`src/rtl/rx_dc_pkg.sv`:
```
package rx_dc_pkg;

    typedef enum logic [1:0] {
        ST_IDLE  = 2'd0,
        ST_AVG   = 2'd1,
        ST_TRACK = 2'd2
    } dc_state_e;

    typedef struct packed {
        logic clear;   // start a new estimate
        logic accum;   // add the sample to the running sum
        logic load;    // last window sample: form the mean
        logic track;   // apply the tracker to the sample
        logic pass;    // forward the sample unchanged
    } chan_ctl_t;

    function automatic logic is_abort(input logic gain_req, input logic pkt_end);
        return gain_req | pkt_end;
    endfunction

endpackage

```
`src/rtl/dc_ctrl.sv`:
```
module dc_ctrl
    import rx_dc_pkg::*;
#(
    parameter int N = 6
) (
    input  logic      clk,
    input  logic      rst,
    input  logic      in_valid,
    input  logic      gain_req,
    input  logic      agc_done,
    input  logic      pkt_end,
    output chan_ctl_t ctl,
    output logic      hp_fast,
    output logic      ready
);
    dc_state_e      state;
    logic [N-1:0]   cnt;
    logic           abort;

    always_comb begin
        abort     = is_abort(gain_req, pkt_end);
        ctl.clear = (state == ST_IDLE) && agc_done && !gain_req;
        ctl.pass  = (state == ST_IDLE) && in_valid;
        ctl.accum = (state == ST_AVG) && !abort && in_valid;
        ctl.load  = ctl.accum && (cnt == '1);
        ctl.track = (state == ST_TRACK) && !abort && in_valid;
        hp_fast   = (state == ST_IDLE);
        ready     = (state == ST_TRACK);
    end

    always_ff @(posedge clk) begin
        if (rst) begin
            state <= ST_IDLE;
            cnt   <= '0;
        end else begin
            case (state)
                ST_IDLE: begin
                    if (ctl.clear) begin
                        state <= ST_AVG;
                        cnt   <= '0;
                    end
                end
                ST_AVG: begin
                    if (abort) state <= ST_IDLE;
                    else if (ctl.load) state <= ST_TRACK;
                    else if (ctl.accum) cnt <= cnt + 1'b1;
                end
                ST_TRACK: begin
                    if (abort) state <= ST_IDLE;
                end
                default: state <= ST_IDLE;
            endcase
        end
    end

    // a gain request forces the fast-settle line high on the next clock
    p_hp_on_gain_r1: assert property (@(posedge clk) disable iff (rst)
        gain_req |=> hp_fast);

    // the line is released only right after the settle strobe
    p_hp_fall_after_done_r3: assert property (@(posedge clk) disable iff (rst)
        $fell(hp_fast) |-> $past(agc_done) && !$past(gain_req));

endmodule

```
`src/rtl/dc_chan.sv`:
```
module dc_chan #(
    parameter int W = 12,
    parameter int N = 6,
    parameter int K = 10
) (
    input  logic                clk,
    input  logic                rst,
    input  rx_dc_pkg::chan_ctl_t ctl,
    input  logic signed [W-1:0] x,
    output logic signed [W-1:0] y
);
    localparam int SW = W + N;       // running sum width
    localparam int AW = W + K + 1;   // accumulator with K fraction bits

    logic signed [SW-1:0] sum;
    logic signed [SW-1:0] total;
    logic signed [W:0]    mean;
    logic signed [AW-1:0] acc;
    logic signed [AW:0]   err;
    logic signed [AW-1:0] step;
    logic signed [W:0]    acc_int;
    logic signed [W+1:0]  diff;
    logic signed [W-1:0]  sat;

    always_comb begin
        total   = sum + SW'(x);
        mean    = (W+1)'(total >>> N);
        err     = ((AW+1)'(x) <<< K) - (AW+1)'(acc);
        step    = AW'(err >>> K);
        acc_int = (W+1)'(acc >>> K);
        diff    = (W+2)'(x) - (W+2)'(acc_int);
        if (diff[W+1:W-1] == 3'b000 || diff[W+1:W-1] == 3'b111)
            sat = diff[W-1:0];
        else if (diff[W+1])
            sat = {1'b1, {(W-1){1'b0}}};
        else
            sat = {1'b0, {(W-1){1'b1}}};
        y = ctl.pass ? x : sat;
    end

    always_ff @(posedge clk) begin
        if (rst) begin
            sum <= '0;
            acc <= '0;
        end else begin
            if (ctl.clear)
                sum <= '0;
            else if (ctl.accum)
                sum <= total;
            if (ctl.load)
                acc <= AW'(mean) <<< K;
            else if (ctl.track)
                acc <= acc + step;
        end
    end

endmodule

```
`src/rtl/rx_dc_comp.sv`:
```
module rx_dc_comp
    import rx_dc_pkg::*;
#(
    parameter int W = 12,
    parameter int N = 6,
    parameter int K = 10
) (
    input  logic                clk,
    input  logic                rst,
    input  logic                in_valid,
    input  logic signed [W-1:0] in_i,
    input  logic signed [W-1:0] in_q,
    input  logic                gain_req,
    input  logic                agc_done,
    input  logic                pkt_end,
    output logic                hp_fast,
    output logic                out_valid,
    output logic signed [W-1:0] out_i,
    output logic signed [W-1:0] out_q,
    output logic                ready
);
    localparam int NCH = 2;

    chan_ctl_t           ctl;
    logic signed [W-1:0] xs [NCH];
    logic signed [W-1:0] ys [NCH];

    assign xs[0] = in_i;
    assign xs[1] = in_q;

    dc_ctrl #(.N(N)) u_ctrl (
        .clk      (clk),
        .rst      (rst),
        .in_valid (in_valid),
        .gain_req (gain_req),
        .agc_done (agc_done),
        .pkt_end  (pkt_end),
        .ctl      (ctl),
        .hp_fast  (hp_fast),
        .ready    (ready)
    );

    for (genvar c = 0; c < NCH; c++) begin : g_chan
        dc_chan #(.W(W), .N(N), .K(K)) u_chan (
            .clk (clk),
            .rst (rst),
            .ctl (ctl),
            .x   (xs[c]),
            .y   (ys[c])
        );
    end

    always_ff @(posedge clk) begin
        if (rst) begin
            out_valid <= 1'b0;
            out_i     <= '0;
            out_q     <= '0;
        end else begin
            out_valid <= ctl.pass | ctl.track;
            if (ctl.pass | ctl.track) begin
                out_i <= ys[0];
                out_q <= ys[1];
            end
        end
    end

    // nothing is emitted for a sample taken while averaging
    p_no_out_in_avg_r4: assert property (@(posedge clk) disable iff (rst)
        (!hp_fast && !ready) |=> !out_valid);

    // tracking is entered only from averaging, on a valid sample
    p_track_entry_r4: assert property (@(posedge clk) disable iff (rst)
        $rose(ready) |-> $past(!hp_fast && !ready && in_valid));

    // a packet end during a packet returns to idle on the next clock
    p_pkt_end_idle_r9: assert property (@(posedge clk) disable iff (rst)
        pkt_end |=> hp_fast && !ready);

endmodule

```
`config.mk`:
```
export PLATFORM = sky130hd
export DESIGN_NAME = rx_dc_comp
export DESIGN_NICKNAME = d
export VERILOG_FILES = /design/src/rtl/rx_dc_pkg.sv /design/src/rtl/dc_ctrl.sv /design/src/rtl/dc_chan.sv /design/src/rtl/rx_dc_comp.sv
export SDC_FILE = /design/constraint.sdc
export NUM_CORES = 1
export LEC_CHECK = 0
export ABC_CLOCK_PERIOD_IN_PS = 4100
export CAP_MARGIN = 25
export CORE_ASPECT_RATIO = 0.75
export CORE_UTILIZATION = 56
export DETAILED_ROUTE_END_ITERATION = 10
export PLACE_DENSITY = 0.85
export SYNTH_ARGS = -nofsm -noshare
export SYNTH_HDL_FRONTEND = slang
export SYNTH_SLANG_ARGS = --single-unit
```
`constraint.sdc`:
```
create_clock -name clk -period 4.1 [get_ports clk]
set_input_delay 0.82 -clock clk [delete_from_list [all_inputs] [get_ports clk]]
set_output_delay 0.82 -clock clk [all_outputs]
set_load 0.005 [all_outputs]
```
==> flow_metrics.py <==
metrics = {
    "run_status": {
        "status": "complete, but fails checks",
        "violations": "negative setup slack",
    },
    "final_layout": {
        "final_util": 0.799,
        "finish.net_count": 1768,
        "drive_gt1_frac": 0.262,
        "fill_cells": 1109,
        "syn_to_final_growth_pct": 38.3,
    },
    "floorplanning": {
        "floorplan.die_area_sq_um": 18900,
        "starting_density": 0.578,
        "die-height_um": 119,
        "rows": 42,
        "ioPinCount": 57,
        "core_region_area_sq_um": 17800,
        "die_w_um": 158,
    },
    "place": {
        "gp_congestion": 0.999,
        "port-buffer-count": 56,
        "pre_cts_ws_ns": -0.979,
        "dp_hpwl_um": 25800,
    },
    "power": {
        "lkg_pwr_uw": 0.00602,
        "pwr-share-clk": 0.438,
        "design_internal_power_uw": 2640,
        "vdd.ir_drop.worst_v": 0.000323,
        "sequentialPowerShare": 0.305,
        "power_switching_share": 0.300,
        "combPwrFrac": 0.257,
        "cellPowerDensity_nw_per_um2": 266,
        "sw_power_uw": 1140,
    },
    "synth": {
        "synthMostInstantiatedCell": "sky130_fd_sc_hd__a21oi_1",
        "yosys-top-cells-count": "162 x sky130_fd_sc_hd__a21oi_1, 159 x sky130_fd_sc_hd__nand2_1, 115 x sky130_fd_sc_hd__dfxtp_1",
        "synth_seq_cells": 115,
        "netlist_top_cells_area": "sky130_fd_sc_hd__dfxtp_1 22%, sky130_fd_sc_hd__ha_1 14%, sky130_fd_sc_hd__a21oi_1 7.9%",
        "synth-seq-area-share": 0.224,
        "async_reset_ff_frac": 0,
        "post_synth_inst_count": 1338,
        "synth_area_leader_cell": "sky130_fd_sc_hd__dfxtp_1",
        "synth-edff-count": 0,
        "synth-main-ff-cell": "sky130_fd_sc_hd__dfxtp_1",
        "syn_avg_cell_area_sq_um": 7.67,
        "yosys.area.top_type_share": 0.224,
        "yosys.cell_types.count": 84,
        "synth_area_sq_um": 10300,
        "synth_fp_nets": 1487,
        "yosysWarningCount": 0,
    },
    "critical_path": {
        "crit_top_cell": "sky130_fd_sc_hd__nand2_2",
        "timing.setup.critical_path_class": "primary input to flip-flop",
        "timing.critical_path.from_type": "primary input",
        "crit_path_end_kind": "flip-flop",
        "worst-r2r-cell-count": 18,
        "crit_required_ns": 4.39,
        "ff2ff_setup_slack_ns": -0.16,
        "timing.critical_path.fanout_max": 4,
        "r2r-start": "g_chan[1].u_chan.acc[10]",
        "timing.critical_path.slowest_cell_delay_ns": 0.44,
        "critical_path_arrival_ns": 4.61,
        "crit_path_cell_trace": "buf_4 > inv_2 > ha_4 > a41oi_4 > o21bai_4 > nand2_2 > nand2_2 > a31oi_1 > xnor2_1 > ha_1 > a2111oi_2 > inv_1 > o2111a_1 > o21ai_2 > o21a_1 > o21ai_0 > xor2_1 > a222oi_1 > nor2_1",
        "worst_path_max_delay_cell": "sky130_fd_sc_hd__a222oi_1",
        "regToRegEndpoint": "g_chan[1].u_chan.acc[17]",
    },
    "sta": {
        "worst_hold_slack_ns": 0.457,
        "finalCriticalPeriod_ns": 4.33,
        "finalHoldViolations": 0,
        "final.setup_skew_ns": 0.00844,
        "relSlewSlack": 0.394,
        "final-max-slew-violation-count": 0,
        "final.setup.worst_slack_ns": -0.227,
        "setup_viol": 6,
        "worstMarginPinSlew_ns": 0.908,
        "maxClockFrequency_mhz": 231,
        "post-route-period-util": 1.06,
        "final.setup.tns_ns": -0.541,
    },
    "detailed_routing": {
        "totalWireLength_um": 39100,
        "detailedRoute.firstIterationViolations": 1558,
        "ant_nets": 0,
        "drtPass1Iterations": 7,
        "drc": 0,
        "num_vias": 12000,
        "via_density_per_instance": 6.40,
        "route.detailed.wl_per_inst_um": 20.8,
    },
    "hold_path": {
        "worstHoldStart": "g_chan[1].u_chan.sum[4]",
        "timing.hold.worst.class": "flip-flop to flip-flop",
        "hold_path_depth": 2,
        "min_to": "g_chan[1].u_chan.sum[4]",
    },
    "clock_network": {
        "maximum_level_of_the_cts_h_tree": 4,
        "clk_pin_slew_ns": 0.06,
        "cts_tree": "yes",
        "ctsLongestPathBuffers": 2,
        "tritoncts.num_buffers": 17,
        "tritoncts_num_sinks": 115,
        "ctsRootBufferMaster": "sky130_fd_sc_hd__clkbuf_16",
        "clk_latency_ns": 0.44,
    },
    "global_routing": {
        "grt_max_degree": 44,
        "grtUsageMet3": 0.113,
        "grt_antenna_before_repair": 1,
        "number_of_global_route_vias_before_repair": 11100,
        "grt_use_total": 0.392,
        "grt_pass1_wl_um": 57600,
        "grtUsageMet1": 0.535,
        "grt.overflow.total": 0,
        "global_route.peak_usage_layer": "met2",
        "global_route.usage.met2": 0.589,
    },
    "flow_run": {
        "drv.max_cap_violation_count": 0,
    },
}
## how the worst max path moves through the flow
| stage | start | end | slack [ns] | cells after the start |
|---|---|---|---|---|
| final | in_q[0] | g_chan[1].u_chan.acc[17] | -0.23 | 19 |
| after global routing | in_q[0] | g_chan[1].u_chan.acc[17] | -0.35 | 19 |
| after CTS | in_i[8] | g_chan[0].u_chan.acc[20] | 0.009 | 17 |
| after detailed placement | in_q[0] | g_chan[1].u_chan.acc[17] | -0.98 | 19 |
| after global placement | in_i[3] | g_chan[0].u_chan.acc[22] | -0.81 | 19 |
| after floorplan | in_i[0] | g_chan[0].u_chan.acc[21] | -0.01 | 20 |
## worst max-delay path, delay by kind of cell
family,cells,cell delay (ns)
adder cells (fa/ha/maj),2,0.51
AND/OR/NAND/NOR,3,0.25
XOR/XNOR,2,0.37
buffers and inverters,3,0.37
AO/OA/AOI/OAI,9,2.29
## sequential cells by signal, indices dropped and copies added, names as in the netlist
register	count
g_chan.u_chan.acc	46
g_chan.u_chan.sum	36
out_i	12
out_q	12
u_ctrl.cnt	6
u_ctrl.state	2
out_valid	1
## per-stage QoR
stage          cells  area [sq um]  total power, uW
2_1_floorplan   1338         10300             1630
3_3_place_gp    1827         12800             1990
3_5_place_dp    1827         12800             2010
4_1_cts         1866         13600             3670
5_1_grt         1874         14200             3880
6_report        1875         14200             3780
## routing by layer
layer	wire length (um)	part of all wire	up-vias
met1	15600	0.40	5587
met4	1750	0.045	0
met2	16800	0.43	832
met3	4910	0.13	187
li1	-	-	5395
met5	0	0	-
## timing repair
| action | in CTS | in global routing |
|---|---|---|
| pin swaps | 36 | 69 |
| endpoints found under the setup margin | 26 | 22 |
| buffers inserted | 7 | 8 |
| hold buffers | 0 | 0 |
| gates cloned | 0 | 0 |
| resized for setup | 54 | 108 |
## area by class of cell
type	instances	area, sq um	area share
multi-input cells	1098	8120	0.572
diodes	1	2.50	0.000176
clock inverters	11	174	0.0123
repair buffers	320	2580	0.182
inverters	67	251	0.0177
clock buffers	21	460	0.0324
well taps	242	303	0.0213
flip-flops and latches	115	2300	0.162
## kinds of logic after synthesis
family,Yosys count,synth area share
mux,6,0.00585
compound gates,435,0.274
fa+ha+maj,119,0.149
flops,115,0.224
xor+xnor,114,0.0973
simple gates,424,0.194
buf+inv,125,0.0558
## layout by cell type (no fill, tap or decap), types with 11 or more instances in the layout
| cell | synthesis | routed |
|---|---|---|
| sky130_fd_sc_hd__o31ai_1 | 16 | 13 |
| sky130_fd_sc_hd__nand4_1 | 13 | 13 |
| sky130_fd_sc_hd__ha_1 | 113 | 88 |
| sky130_fd_sc_hd__clkbuf_16 | 0 | 17 |
| sky130_fd_sc_hd__a21o_1 | 36 | 36 |
| sky130_fd_sc_hd__nand3_1 | 20 | 19 |
| sky130_fd_sc_hd__a211oi_1 | 23 | 23 |
| sky130_fd_sc_hd__dfxtp_1 | 115 | 114 |
| sky130_fd_sc_hd__clkdlybuf4s50_1 | 0 | 35 |
| sky130_fd_sc_hd__ha_4 | 0 | 23 |
| sky130_fd_sc_hd__nor3_1 | 31 | 27 |
| sky130_fd_sc_hd__nand2b_1 | 21 | 21 |
| sky130_fd_sc_hd__a31oi_1 | 12 | 12 |
| sky130_fd_sc_hd__o21ai_1 | 4 | 11 |
| sky130_fd_sc_hd__buf_4 | 2 | 259 |
| sky130_fd_sc_hd__xnor2_1 | 75 | 73 |
| sky130_fd_sc_hd__inv_1 | 67 | 64 |
| sky130_fd_sc_hd__a21oi_2 | 0 | 14 |
| sky130_fd_sc_hd__nand2_1 | 159 | 155 |
| sky130_fd_sc_hd__o21ai_0 | 67 | 50 |
| sky130_fd_sc_hd__xor2_1 | 39 | 36 |
| sky130_fd_sc_hd__o21a_1 | 15 | 15 |
| sky130_fd_sc_hd__a21oi_1 | 162 | 145 |
| sky130_fd_sc_hd__a22oi_1 | 13 | 13 |
| sky130_fd_sc_hd__nor2_1 | 107 | 105 |
## power by group through the flow
stage,Combinational (uW),Clock (uW),Sequential [uW]
6_report,970,1650,1150
5_1_grt,1030,1690,1160
4_1_cts,867,1650,1150
3_5_place_dp,836,0,1180
3_3_place_gp,815,0,1180
2_1_floorplan,454,0,1180
Note: power is estimated with default switching activity, not from simulation.
